===== config.mk =====
export PLATFORM = sky130hd
export DESIGN_NAME = muldiv16
export DESIGN_NICKNAME = d
export VERILOG_FILES = /design/src/rtl/muldiv16_pkg.sv /design/src/rtl/md_mul_core.sv /design/src/rtl/md_div_core.sv /design/src/rtl/muldiv16.sv
export SDC_FILE = /design/constraint.sdc
export NUM_CORES = 1
export LEC_CHECK = 0
export BUFFER_PORTS_ARGS = -buffer_cell sky130_fd_sc_hd__buf_2
export CELL_PAD_IN_SITES_DETAIL_PLACEMENT = 1
export CELL_PAD_IN_SITES_GLOBAL_PLACEMENT = 2
export CORE_MARGIN = 4
export CORE_UTILIZATION = 40
export DETAILED_ROUTE_END_ITERATION = 6
export PLACE_DENSITY = 0.84
export RECOVER_POWER = 100
export SETUP_SLACK_MARGIN = 0.1
export SLEW_MARGIN = 20
export SYNTH_ARGS = -nofsm -noshare
export SYNTH_HDL_FRONTEND = slang
export SYNTH_HIERARCHICAL = 1
export SYNTH_SLANG_ARGS = --single-unit

===== constraint.sdc =====
create_clock -name clk -period 12.69 [get_ports clk]
set_input_delay 0.6345 -clock clk [delete_from_list [all_inputs] [get_ports clk]]
set_output_delay 0.6345 -clock clk [all_outputs]
set_load 0.05 [all_outputs]

===== src/rtl/muldiv16_pkg.sv =====
package muldiv16_pkg;
  localparam int CC_N = 3;
  localparam int CC_Z = 2;
  localparam int CC_V = 1;
  localparam int CC_C = 0;
  localparam logic [3:0] CC_ZERO_DIV = 4'b0011;
  localparam logic [3:0] CC_OVF      = 4'b0010;
endpackage


===== src/rtl/md_mul_core.sv =====
module md_mul_core #(
  parameter int W = 16
) (
  input  logic           clk,
  input  logic           rst,
  input  logic           load,
  input  logic [W-1:0]   a,
  input  logic [W-1:0]   b,
  output logic           fin,
  output logic [2*W-1:0] prod_next
);
  localparam int DW = 2 * W;
  localparam int CW = $clog2(W) + 1;

  logic [DW-1:0] acc, mcand, acc_nx;
  logic [W-1:0]  mplier;
  logic [CW-1:0] cnt;
  logic          active;

  always_comb begin
    acc_nx    = acc + (mplier[0] ? mcand : '0);
    fin       = active && (cnt == CW'(W - 1));
    prod_next = acc_nx;
  end

  always_ff @(posedge clk) begin
    if (rst) begin
      active <= 1'b0;
      cnt    <= '0;
      acc    <= '0;
      mcand  <= '0;
      mplier <= '0;
    end else if (load) begin
      active <= 1'b1;
      cnt    <= '0;
      acc    <= '0;
      mcand  <= {{W{1'b0}}, a};
      mplier <= b;
    end else if (active) begin
      acc    <= acc_nx;
      mcand  <= mcand << 1;
      mplier <= mplier >> 1;
      cnt    <= cnt + 1'b1;
      if (fin) active <= 1'b0;
    end
  end
endmodule


===== src/rtl/md_div_core.sv =====
module md_div_core #(
  parameter int W = 16
) (
  input  logic           clk,
  input  logic           rst,
  input  logic           load,
  input  logic [2*W-1:0] dvd,
  input  logic [W-1:0]   dvs,
  output logic           fin,
  output logic [2*W-1:0] quo_next,
  output logic [W-1:0]   rem_next
);
  localparam int DW = 2 * W;
  localparam int CW = $clog2(DW) + 1;

  logic [W-1:0]  rem, dvs_q;
  logic [DW-1:0] quo;
  logic [W:0]    shifted, diff;
  logic          ge;
  logic [CW-1:0] cnt;
  logic          active;

  always_comb begin
    shifted  = {rem, quo[DW-1]};
    diff     = shifted - {1'b0, dvs_q};
    ge       = !diff[W];
    rem_next = ge ? diff[W-1:0] : shifted[W-1:0];
    quo_next = {quo[DW-2:0], ge};
    fin      = active && (cnt == CW'(DW - 1));
  end

  always_ff @(posedge clk) begin
    if (rst) begin
      active <= 1'b0;
      cnt    <= '0;
      rem    <= '0;
      quo    <= '0;
      dvs_q  <= '0;
    end else if (load) begin
      active <= 1'b1;
      cnt    <= '0;
      rem    <= '0;
      quo    <= dvd;
      dvs_q  <= dvs;
    end else if (active) begin
      rem <= rem_next;
      quo <= quo_next;
      cnt <= cnt + 1'b1;
      if (fin) active <= 1'b0;
    end
  end
endmodule


===== src/rtl/muldiv16.sv =====
module muldiv16
  import muldiv16_pkg::*;
#(
  parameter int W = 16
) (
  input  logic         clk,
  input  logic         rst,
  input  logic         start,
  input  logic         op_div,
  input  logic [W-1:0] operand,
  input  logic [W-1:0] reg_even,
  input  logic [W-1:0] reg_odd,
  output logic         busy,
  output logic         done,
  output logic         wr_even,
  output logic         wr_odd,
  output logic [W-1:0] even_val,
  output logic [W-1:0] odd_val,
  output logic [3:0]   cc
);
  localparam int DW = 2 * W;
  localparam logic [DW-1:0] Q_LIM   = DW'(1) << (W - 1);
  localparam logic [DW-1:0] DVD_MIN = DW'(1) << (DW - 1);

  logic          accept, div_zero, div_min, mul_go, div_go;
  logic [DW-1:0] dividend, d_mag;
  logic [W-1:0]  s_mag, e_mag;
  logic          neg_res, rem_neg;
  logic          fin_m, fin_d;
  logic [DW-1:0] pmag, qmag, prod;
  logic [W-1:0]  rmag, qv, rv;
  logic          mul_c, q_ok;

  always_comb begin
    accept   = start && !busy;
    dividend = {reg_even, reg_odd};
    s_mag    = operand[W-1]  ? -operand : operand;
    e_mag    = reg_even[W-1] ? -reg_even : reg_even;
    d_mag    = reg_even[W-1] ? -dividend : dividend;
    div_zero = (operand == '0);
    div_min  = (dividend == DVD_MIN) && (operand == '1);
    mul_go   = accept && !op_div;
    div_go   = accept && op_div && !div_zero && !div_min;
  end

  md_mul_core #(.W(W)) u_mul (
    .clk(clk), .rst(rst), .load(mul_go), .a(e_mag), .b(s_mag),
    .fin(fin_m), .prod_next(pmag)
  );

  md_div_core #(.W(W)) u_div (
    .clk(clk), .rst(rst), .load(div_go), .dvd(d_mag), .dvs(s_mag),
    .fin(fin_d), .quo_next(qmag), .rem_next(rmag)
  );

  always_comb begin
    prod  = neg_res ? -pmag : pmag;
    mul_c = !((&prod[DW-1:W-1]) || !(|prod[DW-1:W-1]));
    q_ok  = neg_res ? (qmag <= Q_LIM) : (qmag < Q_LIM);
    qv    = neg_res ? -qmag[W-1:0] : qmag[W-1:0];
    rv    = rem_neg ? -rmag : rmag;
  end

  always_ff @(posedge clk) begin
    if (rst) begin
      busy     <= 1'b0;
      done     <= 1'b0;
      wr_even  <= 1'b0;
      wr_odd   <= 1'b0;
      even_val <= '0;
      odd_val  <= '0;
      cc       <= '0;
      neg_res  <= 1'b0;
      rem_neg  <= 1'b0;
    end else begin
      done    <= 1'b0;
      wr_even <= 1'b0;
      wr_odd  <= 1'b0;
      if (accept) begin
        if (op_div && div_zero) begin
          done <= 1'b1;
          cc   <= CC_ZERO_DIV;
        end else if (op_div && div_min) begin
          done <= 1'b1;
          cc   <= CC_OVF;
        end else begin
          busy    <= 1'b1;
          neg_res <= operand[W-1] ^ reg_even[W-1];
          rem_neg <= reg_even[W-1];
        end
      end
      if (fin_m) begin
        busy     <= 1'b0;
        done     <= 1'b1;
        wr_even  <= 1'b1;
        wr_odd   <= 1'b1;
        even_val <= prod[DW-1:W];
        odd_val  <= prod[W-1:0];
        cc[CC_N] <= prod[DW-1];
        cc[CC_Z] <= (prod == '0);
        cc[CC_V] <= 1'b0;
        cc[CC_C] <= mul_c;
      end
      if (fin_d) begin
        busy <= 1'b0;
        done <= 1'b1;
        if (q_ok) begin
          wr_even  <= 1'b1;
          wr_odd   <= 1'b1;
          even_val <= qv;
          odd_val  <= rv;
          cc       <= {qv[W-1], (qv == '0), 1'b0, 1'b0};
        end else begin
          cc <= CC_OVF;
        end
      end
    end
  end
endmodule


Word level (Yosys, flattened, before mapping):

Index checks and enable logic that the tools add are counted.
W data, S select, Z words.

* add/subtract/negate cells: 10
* order comparisons: 2
* equality and inequality tests: 4
* mux-type cells: 41
* bitwise logic cells: 3
* reductions and logical operators: 32

Operators by type and width (number)
* $mux W16: 15
* $mux W32: 5
* $neg A16 Y16: 4
* $neg A32 Y32: 2
* $add A32 B32 Y32: 1
* $eq A32 B32 Y1 const B: 1
* $le A32 B16 Y1 const B: 1
* $logic_not A16 Y1: 2
* $logic_not A32 Y1: 1
* $lt A32 B16 Y1 const B: 1
* $mux W4: 6
* $reduce_and A17 Y1: 1
* $reduce_or A17 Y1: 1
* $sub A17 B16 Y17: 1
* $eq A16 B16 Y1 const B: 1
* $mux W1: 15
* $logic_and A1 B1 Y1: 10
* $logic_not A1 Y1: 7
* $add A6 B1 Y6 const B: 1
* $eq A6 B5 Y1 const B: 1
* $add A5 B1 Y5 const B: 1
* $eq A5 B4 Y1 const B: 1
* $reduce_bool A2 Y1: 2
* $reduce_bool A4 Y1: 1
* other kinds (8): 10

* register bits after elaboration: 198
* input bits: 52
* logic and storage cells: 111

Depth between registers and ports, before layout:

* depth in word-level cells: 10
* mapped depth: 22
* gate-level depth less buffers: 21

Hierarchy:

The synthesis kept the hierarchy.

By module, submodules not included
* md_mul_core: times used 1, cells an instance 650, area each 5382.7 µm², sequential area each 1721.7 µm²
* muldiv16: times used 1, cells an instance 671, area each 4724.5 µm², sequential area each 820.8 µm²
* md_div_core: times used 1, cells an instance 529, area each 4286.6 µm², sequential area each 1421.4 µm²

Least setup slack after synthesis:

No wires, ideal clock.

* path kind: reg2reg
* start: reg u_mul.mplier[0]
* end: reg cc[0]
* setup time: 0.116 ns
* arrival: 4.580 ns
* slack: 7.993 ns
* stages on the path, launching flop included: 20
* path through: dfxtp_1 clkbuf_1 and2_1 ha_1 fa_1 a21oi_1 o21ai_1 a21oi_2 o41ai_4 nand4b_2 a21boi_0 nor2b_1 or4_1 or2_2 o31ai_1 xor2_1 nand2_1 or4_1 or3_1 o211a_1

* longest elaborated chain between the ends: 10

RTL lines
* start: declaration: line md_mul_core.sv:16 `logic [W-1:0] mplier;`
* start signal: assignment: line md_mul_core.sv:42 `mplier <= mplier >> 1;`
* $mux W32 *: line md_mul_core.sv:21 `acc_nx = acc + (mplier[0] ? mcand : '0);`
* $add A32 B32 Y32 *: line md_mul_core.sv:21
* named net pmag[26]: line muldiv16.sv:30 `logic [DW-1:0] pmag, qmag, prod;`
* $neg A32 Y32: line muldiv16.sv:57 `prod = neg_res ? -pmag : pmag;`
* $mux W32 *: line muldiv16.sv:57
* $reduce_or A17 Y1: line muldiv16.sv:58 `mul_c = !((&prod[DW-1:W-1]) || !(|prod[DW-1:W-1]));`
* $logic_not A1 Y1: line muldiv16.sv:58
* $logic_or A1 B1 Y1 *: line muldiv16.sv:58
* $logic_not A1 Y1 *: line muldiv16.sv:58
* $mux W4 *: line muldiv16.sv:92 `if (fin_m) begin`
* $mux W4 *: line muldiv16.sv:104 `if (fin_d) begin`
* end signal: indexed assignment: line muldiv16.sv:99 `cc[CC_N] <= prod[DW-1];`
* end signal: indexed assignment: line muldiv16.sv:100 `cc[CC_Z] <= (prod == '0);`
* end signal: indexed assignment: line muldiv16.sv:102 `cc[CC_C] <= mul_c;`
* end: declaration: line muldiv16.sv:19 `output logic [3:0] cc`

The timed path passes the listed nets; every way through them passes the cells marked *.
A chain may end at the register's enable or synchronous reset.

Worst setup path after layout:

* start: reg u_div.quo[31]
* end: reg even_val[15]

* longest elaborated chain between the ends: 6

RTL lines
* start: declaration: line md_div_core.sv:17 `logic [DW-1:0] quo;`
* start signal: assignment: line md_div_core.sv:43 `quo <= dvd;`
* start signal: assignment: line md_div_core.sv:47 `quo <= quo_next;`
* $sub A17 B16 Y17 *: line md_div_core.sv:25 `diff = shifted - {1'b0, dvs_q};`
* $logic_not A1 Y1 *: line md_div_core.sv:26 `ge = !diff[W];`
* named net qmag[0]: line muldiv16.sv:30
* $lt A32 B16 Y1, or another cell as far along: line muldiv16.sv:59 `q_ok = neg_res ? (qmag <= Q_LIM) : (qmag < Q_LIM);`
* $mux W1 or $mux W16 (tied branches): line muldiv16.sv:59, muldiv16.sv:60
* $mux W16 *: line muldiv16.sv:107 `if (q_ok) begin`
* $mux W16 *: line muldiv16.sv:104
* end signal: assignment: line muldiv16.sv:97 `even_val <= prod[DW-1:W];`
* end signal: assignment: line muldiv16.sv:110 `even_val <= qv;`
* end: declaration: line muldiv16.sv:17 `output logic [W-1:0] even_val,`

Marked as above.

==> flow_summary.yaml <==
placement:
  pre_cts_ws_ns: 7.08
  portBuffers: 91
  gp_congestion: 0.878
  placed_cell_area_um2: 14900
  hpwl_mm: 35.3
status:
  violations: "max-capacitance violations, max-slew violations"
  status: "finished with violations"
sta:
  slew_viol_final: 396
  fin_crit_sh: 0.579
  rsz0062_at_grt: "false"
  hold_ws_ns: 0.476
  fmax_ghz: 0.136
  setup_viol: 0
  slew_headroom: -1.59
  tns_ns: 0
  finalHoldViolations: 0
  skew_ns: 0.0110
  setup_ws_ns: 5.35
  finalCriticalPeriod_ns: 7.34
  tightest_slew_ns: 3.89
logic_synthesis:
  yosysWarnings: 6
  synth_fp_nets: 1962
  synth-edff-count: 0
  yosysTopAreaCell: "dfxtp_1"
  synth.most_common_cell: "nor2_1"
  ys_top_cells_by_area: "dfxtp_1, nor2_1, mux2i_1"
  synth_ff_type: "dfxtp_1"
  synth_cells: 1850
  synthArstFlopShare: 0
  syn_area_um2: 14400
  synth_seq_cells: 198
  avgSynthCellArea_um2: 7.78
  synth.distinct_cells: 92
  ys_top_cells_by_count: "nor2_1, dfxtp_1, a21oi_1, mux2i_1, nand2_1"
  ys_seq_area_frac: 0.275
  yosysTopAreaCellShare: 0.275
worst_setup_path:
  cp-endpoint: "even_val[15]"
  critPathLaunchType: "flop"
  crit_start: "u_div/quo[31]"
  crit_required_ns: 13.08
  worst-path-max-fanout: 57
  slowest_delay_ns: 1.57
  rr_startpoint: "u_div/quo[31]"
  worst_r2r_endpoint: "even_val[15]"
  worstSetupPathType: "reg2reg"
  crit_path_end_kind: "flop"
  cp.depth: 17
  cpLargestDelayFamily: "simple AND/OR/NAND/NOR gates"
  rr_worst_depth: 17
  slowest_stage: "and4_1"
  crit_chain: "inv_1 -> ha_1 -> fa_1 -> nand2b_1 -> a21oi_1 -> o21ba_1 -> a21oi_1 -> nor3_1 -> inv_1 -> inv_1 -> ha_1 -> or4b_2 -> or3_1 -> o21ai_0 -> and4_1 -> nand2_1 -> a21oi_1"
  critPathArrivalTime_ns: 7.73
  critPathBufInv: 3
  rrSetupSlack_ns: 5.35
job:
  max-cap-violations: 7
global_route:
  grt_antenna_before_repair: 7
  grt_pass1_wl_mm: 73.5
  grt_max_degree: 83
  track_usage: 0.234
  grt_pass1_vias: 13204
  grt-ovfl-total: 0
layout:
  design_area_um2: 15400
  utilization: 0.433
  areaGrowthSynthToFinish_pct: 7.04
  drive_above_1_share: 0.0763
  multi_input_area_um2: 9580
  n_fill_cell: 4411
  seqCellArea_um2: 3970
  final_nets: 1948
die:
  core_area_um2: 35600
  die_h_um: 198
  io_pins: 92
  initial_core_util: 0.405
  die_w_um: 198
  die_area_um2: 39100
  fp-row-count: 69
pwr:
  peakVddDrop_v: 0.0000992
  pwr-share-comb: 0.293
  switching_power_mw: 0.609
  power_density_nw_per_um2: 114
  switching_share: 0.347
  internal_power_mw: 1.14
  p_seq_frac: 0.380
  clkPwrFrac: 0.327
  p_leak_nw: 6.11
route:
  vias: 13115
  drtPass1Iterations: 5
  remaining_drc_errors: 0
  finalWirelength_mm: 46.2
  post_drt_via_cell_ratio: 5.68
  post_drt_wl_per_cell_um: 20.0
  drt.antenna.violating_nets: 0
  drt-initial-drc-count: 624
clocking:
  cts_setup_buffers: 0
  clock_latency_ns: 0.46
  ctsResizeCount: 0
  clkTransAtPathRegs_ns: 0.08
  cts_root_buffer: "clkbuf_16"
  cts_hold_buf: 0
  cts_tree: "done"
  htree_levels: 4
  clockBufferDepth: 2
  cts_buffers: 17
  clock_sinks: 198
min_path:
  hold_path.class: "in2reg"
state kept, by name, summed over array words and instances, names as in the netlist, 5 cells and up:
name	count
u_div/quo	32
u_mul/acc	32
u_mul/mcand	32
even_val	16
odd_val	16
u_div/dvs_q	16
u_div/rem	16
u_mul/mplier	16
u_div/cnt	6
u_mul/cnt	5
per-stage QoR:
stage                     cells  power, mW
after global placement     2278       1.18
after floorplan            1850       1.05
after CTS                  2310       1.77
after global routing       2311       1.85
after detailed placement   2278       1.19
final                      2311       1.75
worst register-to-register path: cells and delay by family (launching register included):
kind	cells	cell delay, ns
AOI/OAI and AO/OA	5	1.12
DFF	1	0.40
adders and majority gates	3	0.84
buffers and inverters	3	1.12
and+or+nand+nor	6	3.81
power groups by stage:
stage | Sequential (mW) | Combinational [mW] | Clock [mW]
6_report | 0.665 | 0.514 | 0.573
5_1_grt | 0.669 | 0.566 | 0.612
4_1_cts | 0.665 | 0.512 | 0.589
3_5_place_dp | 0.680 | 0.509 | 0
3_3_place_gp | 0.679 | 0.499 | 0
2_1_floorplan | 0.667 | 0.385 | 0
final cells by class:
| type | instances | area share |
|---|---|---|
| Antenna cell | 1 | 0.000162 |
| Clock buffer | 22 | 0.0308 |
| Clock inverter | 10 | 0.00780 |
| Inverter | 54 | 0.0132 |
| Multi-Input combinational cell | 1461 | 0.622 |
| Sequential cell | 198 | 0.257 |
| Tap cell | 461 | 0.0374 |
| Timing Repair Buffer | 104 | 0.0315 |
layer usage:
metal,wire [um],global-route usage,vias to the layer above
met5,75,0,-
met4,885,0.0574,12
met3,1430,0.0379,54
li1,-,-,6462
met2,22600,0.402,200
met1,21200,0.309,6387
worst min path at each step:
stage,cells after the start,endpoint,slack [ns],startpoint
CTS,3,u_div/quo[0],0.45,reg_odd[0]
detailed placement,2,u_mul/cnt[4],0.47,u_mul/cnt[4]
floorplan,2,u_mul/acc[26],0.45,u_mul/acc[26]
global route,3,u_div/quo[0],0.48,reg_odd[0]
global placement,2,u_mul/acc[24],0.47,u_mul/acc[24]
finish,3,u_div/quo[0],0.48,reg_odd[0]
placed cells by master (no fill, tap or decap), drive strengths merged, types with 6 or more instances in the layout:
cell    Yosys  layout
buf        60      58
a21o       22      22
or3        31      31
nor4       18      18
xnor2     105     105
nand4      29      29
inv        53      54
o21a       16      16
nor3       31      31
a21oi     170     170
and2       35      35
nor2b       7       7
dfxtp     198     198
or4        14      14
o31ai      30      30
o41ai      12      12
clkinv      1       6
a31oi       9       9
nand3      18      18
a211oi     32      32
ha         58      58
clkbuf     77      68
nor2      327     327
or2        12      12
and3        8       8
nor3b       8       8
xor2       55      55
mux2        9       9
mux2i     122     122
nand2b     17      17
o21ai      70      70
o211ai     12      12
nand2     107     107
a22o        8       8
kinds of logic (layout without fill, tap and decap cells):
group,Yosys count,in the layout,synth area share
AND/OR/NAND/NOR,685,685,0.230
AO/OA/AOI/OAI,425,425,0.190
flip-flops,198,198,0.275
buffers and inverters,191,190,0.0596
XOR/XNOR,160,160,0.0979
multiplexers,131,131,0.0940
adder cells (fa/ha/maj),60,60,0.0532
other,0,1,0
Power figures use the tool's default switching activity.
